===== src/rtl/tlpchk_pkg.sv =====
package tlpchk_pkg;
  localparam int BEAT_W = 11;
  localparam int LEN_W  = 10;

  typedef struct packed {
    logic             has_data;
    logic             hdr4;
    logic             is_msg;
    logic [LEN_W-1:0] len;
  } hdr_info_t;

  function automatic hdr_info_t parse_dw0(input logic [31:0] dw0);
    hdr_info_t h;
    h.has_data = dw0[30];
    h.hdr4     = dw0[29];
    h.is_msg   = (dw0[28:27] == 2'b10);
    h.len      = dw0[LEN_W-1:0];
    return h;
  endfunction

  // Beats occupied by a packet, given its header and address bit 2.
  function automatic logic [BEAT_W-1:0] beats_for(input hdr_info_t h, input logic a2);
    int first_dw;
    int pay_dw;
    if (!h.has_data) return BEAT_W'(2);
    pay_dw = (h.len == '0) ? (1 << LEN_W) : int'(h.len);
    if (h.is_msg)    first_dw = 4;
    else if (h.hdr4) first_dw = a2 ? 5 : 4;
    else             first_dw = a2 ? 3 : 4;
    return BEAT_W'((first_dw + pay_dw + 1) / 2);
  endfunction
endpackage


===== src/rtl/tlpchk_beat_track.sv =====
module tlpchk_beat_track
  import tlpchk_pkg::*;
(
  input  logic              clk,
  input  logic              rst_n,
  input  logic              fire,
  input  logic              sop,
  input  logic              eop,
  input  logic [BEAT_W-1:0] exp_now,
  input  logic [BEAT_W-1:0] exp_q,
  output logic [BEAT_W-1:0] cnt_q,
  output logic              ev_first,
  output logic              ev_second,
  output logic              ev_ok,
  output logic              ev_len,
  output logic              ev_proto
);
  localparam logic [BEAT_W-1:0] CNT_MAX = '1;

  logic              in_pkt_q, bad_q;
  logic              counted, bad_eff, match;
  logic              ev_stray, ev_dup;
  logic [BEAT_W-1:0] cnt_inc, cnt_n, exp_cur;

  always_comb begin
    cnt_inc   = (cnt_q == CNT_MAX) ? cnt_q : cnt_q + 1'b1;
    cnt_n     = sop ? BEAT_W'(1) : cnt_inc;
    exp_cur   = (cnt_n == BEAT_W'(2)) ? exp_now : exp_q;
    match     = (cnt_n == exp_cur);
    counted   = fire & (sop | in_pkt_q);
    bad_eff   = sop ? 1'b0 : bad_q;
    ev_first  = fire & sop;
    ev_second = counted & ~sop & (cnt_q == BEAT_W'(1));
    ev_stray  = fire & ~sop & ~in_pkt_q;
    ev_dup    = fire & sop & in_pkt_q;
    ev_proto  = ev_stray | ev_dup;
    ev_ok     = counted & eop & ~sop & ~bad_eff & match;
    ev_len    = counted & ~bad_eff & (eop ? ~(match & ~sop) : (~sop & match));
  end

  always_ff @(posedge clk) begin
    if (!rst_n) begin
      cnt_q    <= '0;
      in_pkt_q <= 1'b0;
      bad_q    <= 1'b0;
    end else if (counted) begin
      cnt_q    <= cnt_n;
      in_pkt_q <= ~eop;
      bad_q    <= eop ? 1'b0 : (bad_eff | ev_len);
    end
  end


  stall_hold_chk: assert property (@(posedge clk) disable iff (!rst_n)
    !fire |=> $stable(cnt_q));

  restart_one_chk: assert property (@(posedge clk) disable iff (!rst_n)
    ev_dup |=> (cnt_q == BEAT_W'(1)));

  single_beat_chk: assert property (@(posedge clk) disable iff (!rst_n)
    (fire & sop & eop) |-> (ev_len & ~ev_ok));
endmodule


===== config.mk =====
export PLATFORM = sky130hd
export DESIGN_NAME = tlpchk_beat_track
export DESIGN_NICKNAME = d
export VERILOG_FILES = /design/src/rtl/tlpchk_pkg.sv /design/src/rtl/tlpchk_beat_track.sv
export SDC_FILE = /design/constraint.sdc
export NUM_CORES = 1
export LEC_CHECK = 0
export BUFFER_PORTS_ARGS = -buffer_cell sky130_fd_sc_hd__buf_4
export CORE_UTILIZATION = 42
export CTS_BUF_LIST = sky130_fd_sc_hd__clkbuf_8
export DETAILED_ROUTE_END_ITERATION = 6
export PLACE_DENSITY = 0.7
export SYNTH_ARGS = -nofsm -noshare
export SYNTH_HDL_FRONTEND = slang
export SYNTH_SLANG_ARGS = --single-unit

===== constraint.sdc =====
create_clock -name clk -period 3.45 [get_ports clk]
set_clock_uncertainty 0.15 [all_clocks]
set_input_delay 0.1725 -clock clk [delete_from_list [all_inputs] [get_ports clk]]
set_output_delay 0.1725 -clock clk [all_outputs]
set_load 0.01 [all_outputs]

=== Yosys cells after proc, flatten, opt, wreduce, memory -nomap -nowiden ===
Cells that the tools add are included.

* Register bits after elaboration: 13
* Output and inout bits: 16
* Word-level logic and storage cells: 36

* Add/subtract/negate cells: 1
* Equal/unequal tests: 4
* Mux-type cells: 6
* Bitwise gates (word level): 22

{| class="wikitable"
|+ Operators with widths
! operator !! number
|-
| $mux W11 || 3
|-
| $and A1 B1 Y1 || 14
|-
| $add A11 B1 Y11 const B || 1
|-
| $eq A11 B1 Y1 const B || 1
|-
| $eq A11 B11 Y1 || 1
|-
| $eq A11 B11 Y1 const B || 1
|-
| $eq A11 B2 Y1 const B || 1
|-
| $not A1 Y1 || 5
|-
| $mux W1 || 3
|-
| $or A1 B1 Y1 || 3
|}

=== Logic depth before layout (Yosys ltp) ===
Gate-level depths: netlist of the first run.

* Depth after elaboration: 12
* Gate-level depth with buffers: 12

=== Worst setup path before layout of the first run ===
OpenSTA, ideal clock, no wires.

* Path type: register -> output
* Start: register cnt_q[1]
* End: output ev_len
* Data arrival time: 3.348 ns
* Required time: 3.127 ns
* Slack: -0.221 ns
* Stages on the path, launching flop included: 12
* Buffers on the path: 1
* Path through: dfxtp_1 -> inv_1 -> ha_1 -> or4_1 -> a211o_1 -> or3_1 -> buf_2 -> o31a_1 -> or4_1 -> and2_4 -> or3_1 -> a21boi_1

* Longest elaborated chain between the ends: 10
* Elaborated cells between the ends (all ways): 11

{| class="wikitable"
|+ RTL lines
! what !! RTL line !! text
|-
| from (decl) || tlpchk_beat_track.sv:11 || <nowiki>output logic [BEAT_W-1:0] cnt_q,</nowiki>
|-
| from (signal assigned) || tlpchk_beat_track.sv:47 || <nowiki>cnt_q <= cnt_n;</nowiki>
|-
| $add A11 B1 Y11 / $eq A11 B11 Y1 (equally long branches) || tlpchk_beat_track.sv:26 || <nowiki>cnt_inc = (cnt_q == CNT_MAX) ? cnt_q : cnt_q + 1'b1;</nowiki>
|-
| $mux W11 (*) || tlpchk_beat_track.sv:26 ||
|-
| $mux W11 (*) || tlpchk_beat_track.sv:27 || <nowiki>cnt_n = sop ? BEAT_W'(1) : cnt_inc;</nowiki>
|-
| $eq A11 B2 Y1 || tlpchk_beat_track.sv:28 || <nowiki>exp_cur = (cnt_n == BEAT_W'(2)) ? exp_now : exp_q;</nowiki>
|-
| $mux W11 || tlpchk_beat_track.sv:28 ||
|-
| $eq A11 B11 Y1 (*) || tlpchk_beat_track.sv:29 || <nowiki>match = (cnt_n == exp_cur);</nowiki>
|-
| $and A1 B1 Y1 (*) || tlpchk_beat_track.sv:38 || <nowiki>ev_len = counted & ~bad_eff & (eop ? ~(match & ~sop) : (~sop & match));</nowiki>
|-
| $not A1 Y1 || tlpchk_beat_track.sv:38 ||
|-
| $mux W1 (*) || tlpchk_beat_track.sv:38 ||
|-
| $and A1 B1 Y1 (*) || tlpchk_beat_track.sv:38 ||
|-
| to (decl) || tlpchk_beat_track.sv:15 || <nowiki>output logic ev_len,</nowiki>
|}

Mark *: on every way between the ends. The rest lies on a longest branch, timed or not.

=== Final worst setup path of the first run ===
Same ends and word-level chain as after synthesis.

==> summary.txt, run 1 <==
Cells and area
  – Final Net Count: 310
  – Antenna cell count: 0
  – Share of cells above drive strength 1: 42.5%
  – Final instance area: 2230 sq um
  – Synth-to-Final Area Change: 55.3%

Clocking
  – CTS Root Cell: clkbuf_8
  – CTS tree: done
  – H-tree level count: 1
  – CTS max path bufs: 2
  – Cts hold-fix bufs: 0
  – Num CTS Buffers: 3
  – Worst-path clk slew: 0.06 ns
  – Latest clock arrival within the worst-skew pair: 0.26 ns
  – CTS Sinks: 13

Pwr
  – P per Cell Area: 182 nW/um^2
  – Leak Pwr: 0.946 nW
  – Tot Pwr: 0.405 mW
  – Worst ir drop on vdd: 337 uV

Worst setup path
  – Max FO, Critical Path: 3
  – Worst path cell trace: inv_4, ha_4, or4_4, a211o_1, or3_4, o31a_1, or4_1, and2_4, or3_4, a21boi_2, buf_4
  – Startpoint Class: register
  – CP delay by family, top: simple AND/OR/NAND/NOR gates
  – Critical Path Sink Type: primary output
  – Worst reg-to-reg path cell count: 10
  – CP max stage cell: or4_1
  – Worst EP required: 3.13 ns
  – Worst path max stage delay: 0.47 ns
  – WS Path Type: reg -> out
  – Cell mode on critical path: or3_4
  – Worst Path Buf+Inv: 2
  – Critical path depth: 11
  – Arrival @ worst endpoint: 3.43 ns

Detailed routing
  – Drt initial violations: 136
  – WL/cell: 15.7 microns
  – DR pass1 iterations: 4
  – Routed vias: 1917
  – Drt via density: 5.92
  – Antenna viol nets, final: 0
  – Routed wire length: 5.08 mm
  – # DRC: 0

Outcome
  – Status: complete, but fails checks
  – Violated checks: setup timing

Logic synthesis
  – Most frequent cell after synthesis: nand2_1
  – Dominant synthesized flop cell: dfxtp_1
  – Synth area leaders: dfxtp_1 (18%), o21ai_0 (5.6%), nand2_1 (5.2%)
  – Post-synth top cells: nand2_1 (20), o21ai_0 (16), dfxtp_1 (13)
  – Synth top area share: 18.2%
  – Fraction of registers with async set/reset: 0%
  – Gate count after technology mapping: 203
  – FF+latch count, synth: 13
  – Yosys warns: 0
  – Number of flops mapped to enable cells by yosys: 0
  – Synthesized area: 1430 sq um
  – Unique masters post-synth: 60
  – Synth area leader: dfxtp_1
  – Post-synthesis net count: 232
  – Sequential area share after synthesis: 18.2%
  – Syn avg cell area: 7.06 sq um

Floorplan
  – Die area: 3650 sq um
  – Row count: 20
  – Die height: 60.4 microns
  – Die W: 60.4 microns
  – Core Region: 3150 sq um
  – I/O pin cnt: 43
  – Initial Util: 45.5%

Global routing
  – First-pass GRT wire length: 8.16 mm
  – Grt ovf: 0
  – Initial antenna violation count: 0
  – Via count of the first global-routing pass: 1734
  – Total Routing Usage GR: 30.7%
  – Pin count of the biggest net entering global routing: 25

Job
  – Max cap viols: 0

STA
  – Period utilization: 109%
  – Final TNS setup: -0.428 ns
  – PnR worst setup slack: -0.302 ns
  – Setup violators final: 2
  – RSZ-0062 raised after global routing: yes
  – Worst Max-Slew Pin Slew: 0.448 ns
  – Max-slew headroom: 69.9%
  – Max Fclk: 267 MHz
  – Final worst path period need: 3.75 ns
  – Final Hold Violating Endpoints: 0
  – Max Transition Viols Final: 0

Placement
  – Cell Area, Placed: 2100 sq um
  – Number of port buffers: 42
  – DP HPWL: 3.94 mm
  – Final RePlAce weighted congestion: 0.910

Hold path
  – Hold Crit Class: in -> reg
  – Hold Path Depth: 3
## layer usage
metal	wire, microns	vias up	GRT usage [%]
li1	-	940	-
met1	2200	884	41.9
met2	2420	80	49.3
met3	326	13	4.90
met4	132	0	10.4
met5	0	-	0
## state kept, by name (all words and copies together), names as in the netlist
signal    count
bad_q         1
cnt_q        11
in_pkt_q      1
## metrics by stage
stage | hold WS [ns] | cells | setup WS (ns) | util, %
after global routing | 0.0776 | 324 | -0.374 | 70.6
after floorplan | 0.176 | 203 | -0.0343 | -
after global placement | 0.317 | 320 | -0.0963 | 66.6
after CTS | 0.0698 | 324 | -0.289 | 69.8
final | 0.0625 | 324 | -0.302 | 70.6
after detailed placement | 0.335 | 320 | -0.107 | 66.6
## cell families (layout without fill, tap and decap cells)
logic type | Yosys count | in the layout | synth area share, %
AO/OA/AOI/OAI | 68 | 68 | 34.1
buffers and inverters | 23 | 100 | 7.16
adder cells (fa/ha/maj) | 2 | 2 | 1.74
multiplexers | 2 | 2 | 1.48
AND/OR/NAND/NOR | 92 | 92 | 35.5
flip-flops | 13 | 13 | 18.2
XOR/XNOR | 3 | 3 | 1.83
## worst register-to-register path, delay by kind of cell (launching register included)
| kind | cells | cell delay (ns) |
|---|---|---|
| and+or+nand+nor | 5 | 1.85 |
| AOI/OAI and AO/OA | 3 | 0.65 |
| DFF | 1 | 0.38 |
| adders and majority gates | 1 | 0.23 |
| buffers and inverters | 1 | 0.05 |
## cells in the final DEF (no fill, tap or decap), drive strengths merged, types with 3 or more instances in the layout
cell type | synthesis | final
xnor2 | 3 | 3
a21oi | 8 | 8
nor3 | 8 | 8
buf | 8 | 88
nor3b | 3 | 3
clkbuf | 7 | 3
and3 | 5 | 5
or3 | 5 | 5
nor4 | 3 | 3
or4 | 3 | 3
nor2 | 9 | 9
dfxtp | 13 | 13
inv | 8 | 8
nand4 | 8 | 8
and2 | 10 | 10
nand2b | 4 | 4
o21ai | 17 | 17
nand2 | 20 | 20
a31oi | 5 | 5
a21boi | 4 | 4
nand3 | 8 | 8
## where the power goes
group          total [mW]  internal [mW]  switching, mW
clock               0.147         0.0803         0.0666
combinational       0.103         0.0574         0.0460
sequential          0.155          0.151        0.00312
total               0.405          0.289          0.116
## final cells by class
| type | instances | area, sq um |
|---|---|---|
| well taps | 44 | 55.1 |
| multi-input cells | 167 | 1160 |
| clock inverters | 1 | 5.00 |
| clock buffers | 3 | 41.3 |
| fillers | 300 | 926 |
| flip-flops and latches | 13 | 270 |
| repair buffers | 88 | 661 |
| inverters | 8 | 32.5 |
## worst paths after layout
check | start | endpoint | slack (ns)
setup / recovery | cnt_q[1] | ev_len | -0.30
hold / removal | rst_n | cnt_q[0] | 0.06
setup reg to reg | cnt_q[1] | bad_q | 0.06
hold reg to reg | bad_q | bad_q | 0.34
## timing repair
| action | CTS | global route |
|---|---|---|
| pin swaps | 4 | 3 |
| buffers inserted | 0 | 0 |
| endpoints found under the hold margin | 0 | 0 |
| endpoints found under the setup margin | 3 | 3 |
| resized for setup | 11 | 8 |
No activity file was read; power rests on OpenSTA's default activity.
==> inputs of run 2 (changes only) <==
Settings changed: CORE_MARGIN set to 2.
==> summary.txt, run 2 (same netlist as run 1, synthesis figures left out) <==
Outcome
  – Status: complete, but fails checks
  – Violated checks: setup timing

Cells and area
  – Most common cell after layout, fill and taps aside: buf_4
  – Final Net Count: 312
  – Most flop-heavy register: cnt_q
  – Largest register FFs: 11
  – Antenna cell count: 0
  – Biggest regs: cnt_q (11), bad_q (1), in_pkt_q (1)
  – Synth-to-Final Area Change: 54.8%
  – Fin cells: 328
  – Share of cells above drive strength 1: 41.1%
  – Commonest cells after routing, fill and taps aside: buf_4 (89), nand2_1 (20), o21ai_0 (14)

STA
  – Final TNS setup: -0.601 ns
  – Final worst path period need: 3.81 ns
  – Final Hold Violating Endpoints: 0
  – Setup violators final: 3
  – Max Fclk: 262 MHz
  – RSZ-0062 raised after global routing: yes
  – Worst Max-Slew Pin Slew: 0.887 ns
  – Max-slew headroom: 40.5%
  – PnR worst setup slack: -0.364 ns
  – Period utilization: 111%
  – Max Transition Viols Final: 0

Worst setup path
  – Worst reg-to-reg path cell count: 12
  – Critical path depth: 11
  – CP max stage cell: or4_1
  – Worst path max stage delay: 0.47 ns
  – Worst Path Buf+Inv: 2
  – Worst EP required: 3.13 ns
  – Max FO, Critical Path: 3
  – Startpoint Class: register
  – Arrival @ worst endpoint: 3.49 ns
  – WS Path Type: reg -> out
  – Worst path cell trace: inv_4, ha_4, or4_1, a211o_1, or3_4, o31a_1, or4_1, and2_4, or3_1, a21boi_2, buf_4
  – Critical Path Sink Type: primary output
  – Cell mode on critical path: or4_1
  – CP delay by family, top: simple AND/OR/NAND/NOR gates

Floorplan
  – Die area: 3900 sq um
  – Core Region: 3310 sq um
  – Die height: 62.4 microns
  – Row count: 21
  – Initial Util: 43.3%
  – Die W: 62.4 microns
  – I/O pin cnt: 43

Global routing
  – Total Routing Usage GR: 27.3%
  – First-pass GRT wire length: 8.63 mm
  – Pin count of the biggest net entering global routing: 25
  – Via count of the first global-routing pass: 1740
  – Initial antenna violation count: 0
  – Grt ovf: 0

Pwr
  – Sw Ratio: 28.9%
  – Net Sw Power: 0.116 mW
  – Clk pwr share: 36.3%
  – Flop pwr share: 38.6%
  – P_int: 0.286 mW
  – Leak Pwr: 0.948 nW
  – Worst ir drop on vdd: 209 uV
  – Tot Pwr: 0.402 mW
  – Comb power frac: 25.1%
  – P per Cell Area: 181 nW/um^2

Hold path
  – Hold Path Depth: 3
  – Hold Crit Class: in -> reg

Clocking
  – Num CTS Buffers: 3
  – H-tree level count: 1
  – Cts hold-fix bufs: 0
  – CTS tree: done
  – Postcts setup bufs: 0
  – Latest clock arrival within the worst-skew pair: 0.25 ns
  – Worst-path clk slew: 0.06 ns
  – CTS Sinks: 13
  – CTS max path bufs: 2
  – CTS Root Cell: clkbuf_8

Placement
  – Final RePlAce weighted congestion: 0.925
  – Number of port buffers: 42
  – Worst slack at placement: -0.216 ns
  – Placed Cells: 324
  – DP HPWL: 4.12 mm

Detailed routing
  – Drt initial violations: 184
  – DR pass1 iterations: 5
  – Routed wire length: 5.28 mm
  – # DRC: 0
  – Routed vias: 1979
  – Drt via density: 6.03
  – WL/cell: 16.1 microns
  – Antenna viol nets, final: 0

Job
  – Max cap viols: 0
run 2: power by group through the flow:
| stage | Clock (mW) | Sequential (mW) | Combinational [mW] |
|---|---|---|---|
| 4_1_cts | 0.152 | 0.155 | 0.0991 |
| 3_5_place_dp | 0 | 0.158 | 0.0979 |
| 6_report | 0.146 | 0.155 | 0.101 |
| 2_1_floorplan | 0 | 0.158 | 0.0440 |
| 3_3_place_gp | 0 | 0.158 | 0.0966 |
| 5_1_grt | 0.157 | 0.155 | 0.110 |
run 2: path summary, 6_finish.rpt:
path         slack (ns)  endpoint     start
max               -0.36    ev_len  cnt_q[1]
min                0.07     bad_q       eop
max reg2reg       -0.05     bad_q  cnt_q[1]
min reg2reg        0.32     bad_q     bad_q
run 2: through the flow:
step / hold WS (ns) / area [sq um] / util (%)
after floorplan: 0.176 / 1460 / -
after global placement: 0.312 / 2120 / 64.0
after detailed placement: 0.313 / 2120 / 64.0
after CTS: 0.0708 / 2190 / 66.3
after global routing: 0.0920 / 2220 / 67.0
final: 0.0745 / 2220 / 67.0
run 2: what timing repair did:
item                       4_1_cts  5_1_grt
gates cloned                     0        0
resized for setup                7        6
setup endpoints to repair        3        3
pin swaps                        1        1
run 2: per-layer routing:
layer  wire (microns)  up-vias  track usage, %
met5                0        -               0
met4               59        0            3.61
met3              422       10            3.96
met2             2560      105            46.8
met1             2240      922            37.3
li1                 -      942               -
run 2: worst register-to-register path, delay by kind of cell (launching register included):
family | cells | cell delay (ns)
AO/OA/AOI/OAI | 5 | 1.22
AND/OR/NAND/NOR | 3 | 1.15
flip-flops | 1 | 0.38
buffers and inverters | 3 | 0.33
adder cells (fa/ha/maj) | 1 | 0.23
run 2: cell type report:
type                       instances  area, sq um
inverter                           8         32.5
clock buffer                       3         41.3
sequential                        13          270
fill                             319         1090
multi-input combinational        167         1130
clock inverter                     1         5.00
tap                               46         57.6
timing repair buffer              90          679
==> inputs of run 3 (changes only) <==
Settings changed: SETUP_SLACK_MARGIN set to 0.3.
==> summary.txt, run 3 (same netlist as run 1, synthesis figures left out) <==
Outcome
  – Status: complete, but fails checks
  – Violated checks: setup timing

Floorplan
  – Die height: 62.4 microns
  – I/O pin cnt: 43
  – Core Region: 3310 sq um
  – Die area: 3900 sq um
  – Initial Util: 43.3%
  – Row count: 21
  – Die W: 62.4 microns

Cells and area
  – Most common cell after layout, fill and taps aside: buf_4
  – Antenna cell count: 0
  – Final instance area: 2260 sq um
  – Fin cells: 331
  – Most flop-heavy register: cnt_q
  – Biggest regs: cnt_q (11), bad_q (1), in_pkt_q (1)
  – Final Net Count: 315
  – Largest register FFs: 11
  – Commonest cells after routing, fill and taps aside: buf_4 (93), nand2_1 (20), o21ai_0 (14)
  – Final Util: 68.2%
  – Share of cells above drive strength 1: 42.5%
  – Synth-to-Final Area Change: 57.4%

Worst setup path
  – Cell mode on critical path: buf_4
  – Arrival @ worst endpoint: 3.55 ns
  – CP max stage cell: o41ai_1
  – Worst path max stage delay: 0.66 ns
  – WS Path Type: reg -> out
  – Worst path cell trace: nand4_1, buf_4, o41ai_1, o211ai_1, o31a_1, or4_1, and2_4, or3_4, a21boi_2, buf_4
  – Startpoint Class: register
  – Max FO, Critical Path: 7
  – Worst EP required: 3.13 ns
  – Critical Path Sink Type: primary output

Detailed routing
  – Antenna viol nets, final: 0
  – # DRC: 0
  – Drt initial violations: 153
  – Drt via density: 5.97
  – WL/cell: 16.2 microns
  – DR pass1 iterations: 5
  – Routed vias: 1977
  – Routed wire length: 5.36 mm

STA
  – Max Fclk: 258 MHz
  – Worst Max-Slew Pin Slew: 0.687 ns
  – Max Transition Viols Final: 0
  – Final Hold Violating Endpoints: 0
  – Hold slack: 0.0632 ns
  – Setup violators final: 3
  – Final worst path period need: 3.87 ns
  – RSZ-0062 raised after global routing: yes
  – Final TNS setup: -0.692 ns
  – PnR worst setup slack: -0.425 ns
  – Max-slew headroom: 53.6%
  – Period utilization: 112%

Clocking
  – CTS max path bufs: 2
  – Worst-path clk slew: 0.06 ns
  – CTS Root Cell: clkbuf_8
  – Num CTS Buffers: 3
  – CTS tree: done
  – CTS Sinks: 13
  – Cts hold-fix bufs: 0
  – H-tree level count: 1
  – Latest clock arrival within the worst-skew pair: 0.26 ns

Global routing
  – First-pass GRT wire length: 8.78 mm
  – Grt ovf: 0
  – Initial antenna violation count: 0
  – Total Routing Usage GR: 28.3%
  – Pin count of the biggest net entering global routing: 25
  – Via count of the first global-routing pass: 1819

Hold path
  – Hold Crit Class: in -> reg

Job
  – Max cap viols: 0

Placement
  – Final RePlAce weighted congestion: 0.955
  – Placed Cells: 325
  – Number of port buffers: 42
  – DP HPWL: 4.14 mm
  – Cell Area, Placed: 2130 sq um

Pwr
  – Worst ir drop on vdd: 220 uV
  – P per Cell Area: 181 nW/um^2
  – Leak Pwr: 0.969 nW
==> run 3: path summary, 6_finish.rpt <==
check | to | start | cells after the start | slack [ns]
setup / recovery | ev_len | cnt_q[6] | 10 | -0.42
hold / removal | cnt_q[0] | rst_n | 3 | 0.06
setup reg to reg | bad_q | cnt_q[6] | 9 | -0.03
hold reg to reg | bad_q | bad_q | 2 | 0.33
==> run 3: layout make-up <==
type	count	area (sq um)
Clock buffer	3	41.3
Clock inverter	1	5.00
Fill cell	324	1050
Inverter	8	32.5
Multi-Input combinational cell	167	1150
Sequential cell	13	270
Tap cell	46	57.6
Timing Repair Buffer	93	698
==> run 3: report_power, final <==
group / total [mW] / internal [mW] / switching, mW / leakage [nW]
sequential: 0.155 / 0.151 / 0.00359 / 0.108
clock: 0.151 / 0.0803 / 0.0702 / 0.0255
combinational: 0.103 / 0.0565 / 0.0463 / 0.836
total: 0.408 / 0.288 / 0.120 / 0.969
==> run 3: through the flow <==
step,setup slack (ns),power (mW)
after floorplan,-0.0341,0.202
after global placement,-0.123,0.257
after detailed placement,-0.184,0.256
after CTS,-0.371,0.404
after global routing,-0.485,0.424
final,-0.425,0.408
==> run 3: what timing repair did <==
item | in CTS | in global routing
setup buffers | 0 | 2
hold endpoints to repair | 0 | 0
pin swaps | 1 | 3
endpoints found under the setup margin | 3 | 3
gates resized for setup | 6 | 9
==> run 3: worst max-delay path, delay by kind of cell (launching register included) <==
| family | cells | cell delay, ns |
|---|---|---|
| AND/OR/NAND/NOR | 4 | 1.23 |
| AO/OA/AOI/OAI | 4 | 1.28 |
| flip-flops | 1 | 0.46 |
| buffers and inverters | 2 | 0.32 |
==> run 3: routing by layer <==
| layer | up-vias | track usage [%] | share of wire (%) |
|---|---|---|---|
| li1 | 950 | - | - |
| met2 | 105 | 46.9 | 48 |
| met4 | 0 | 9.72 | 1.9 |
| met3 | 9 | 4.14 | 8.2 |
| met5 | - | 0 | 0 |
| met1 | 913 | 37.5 | 42 |
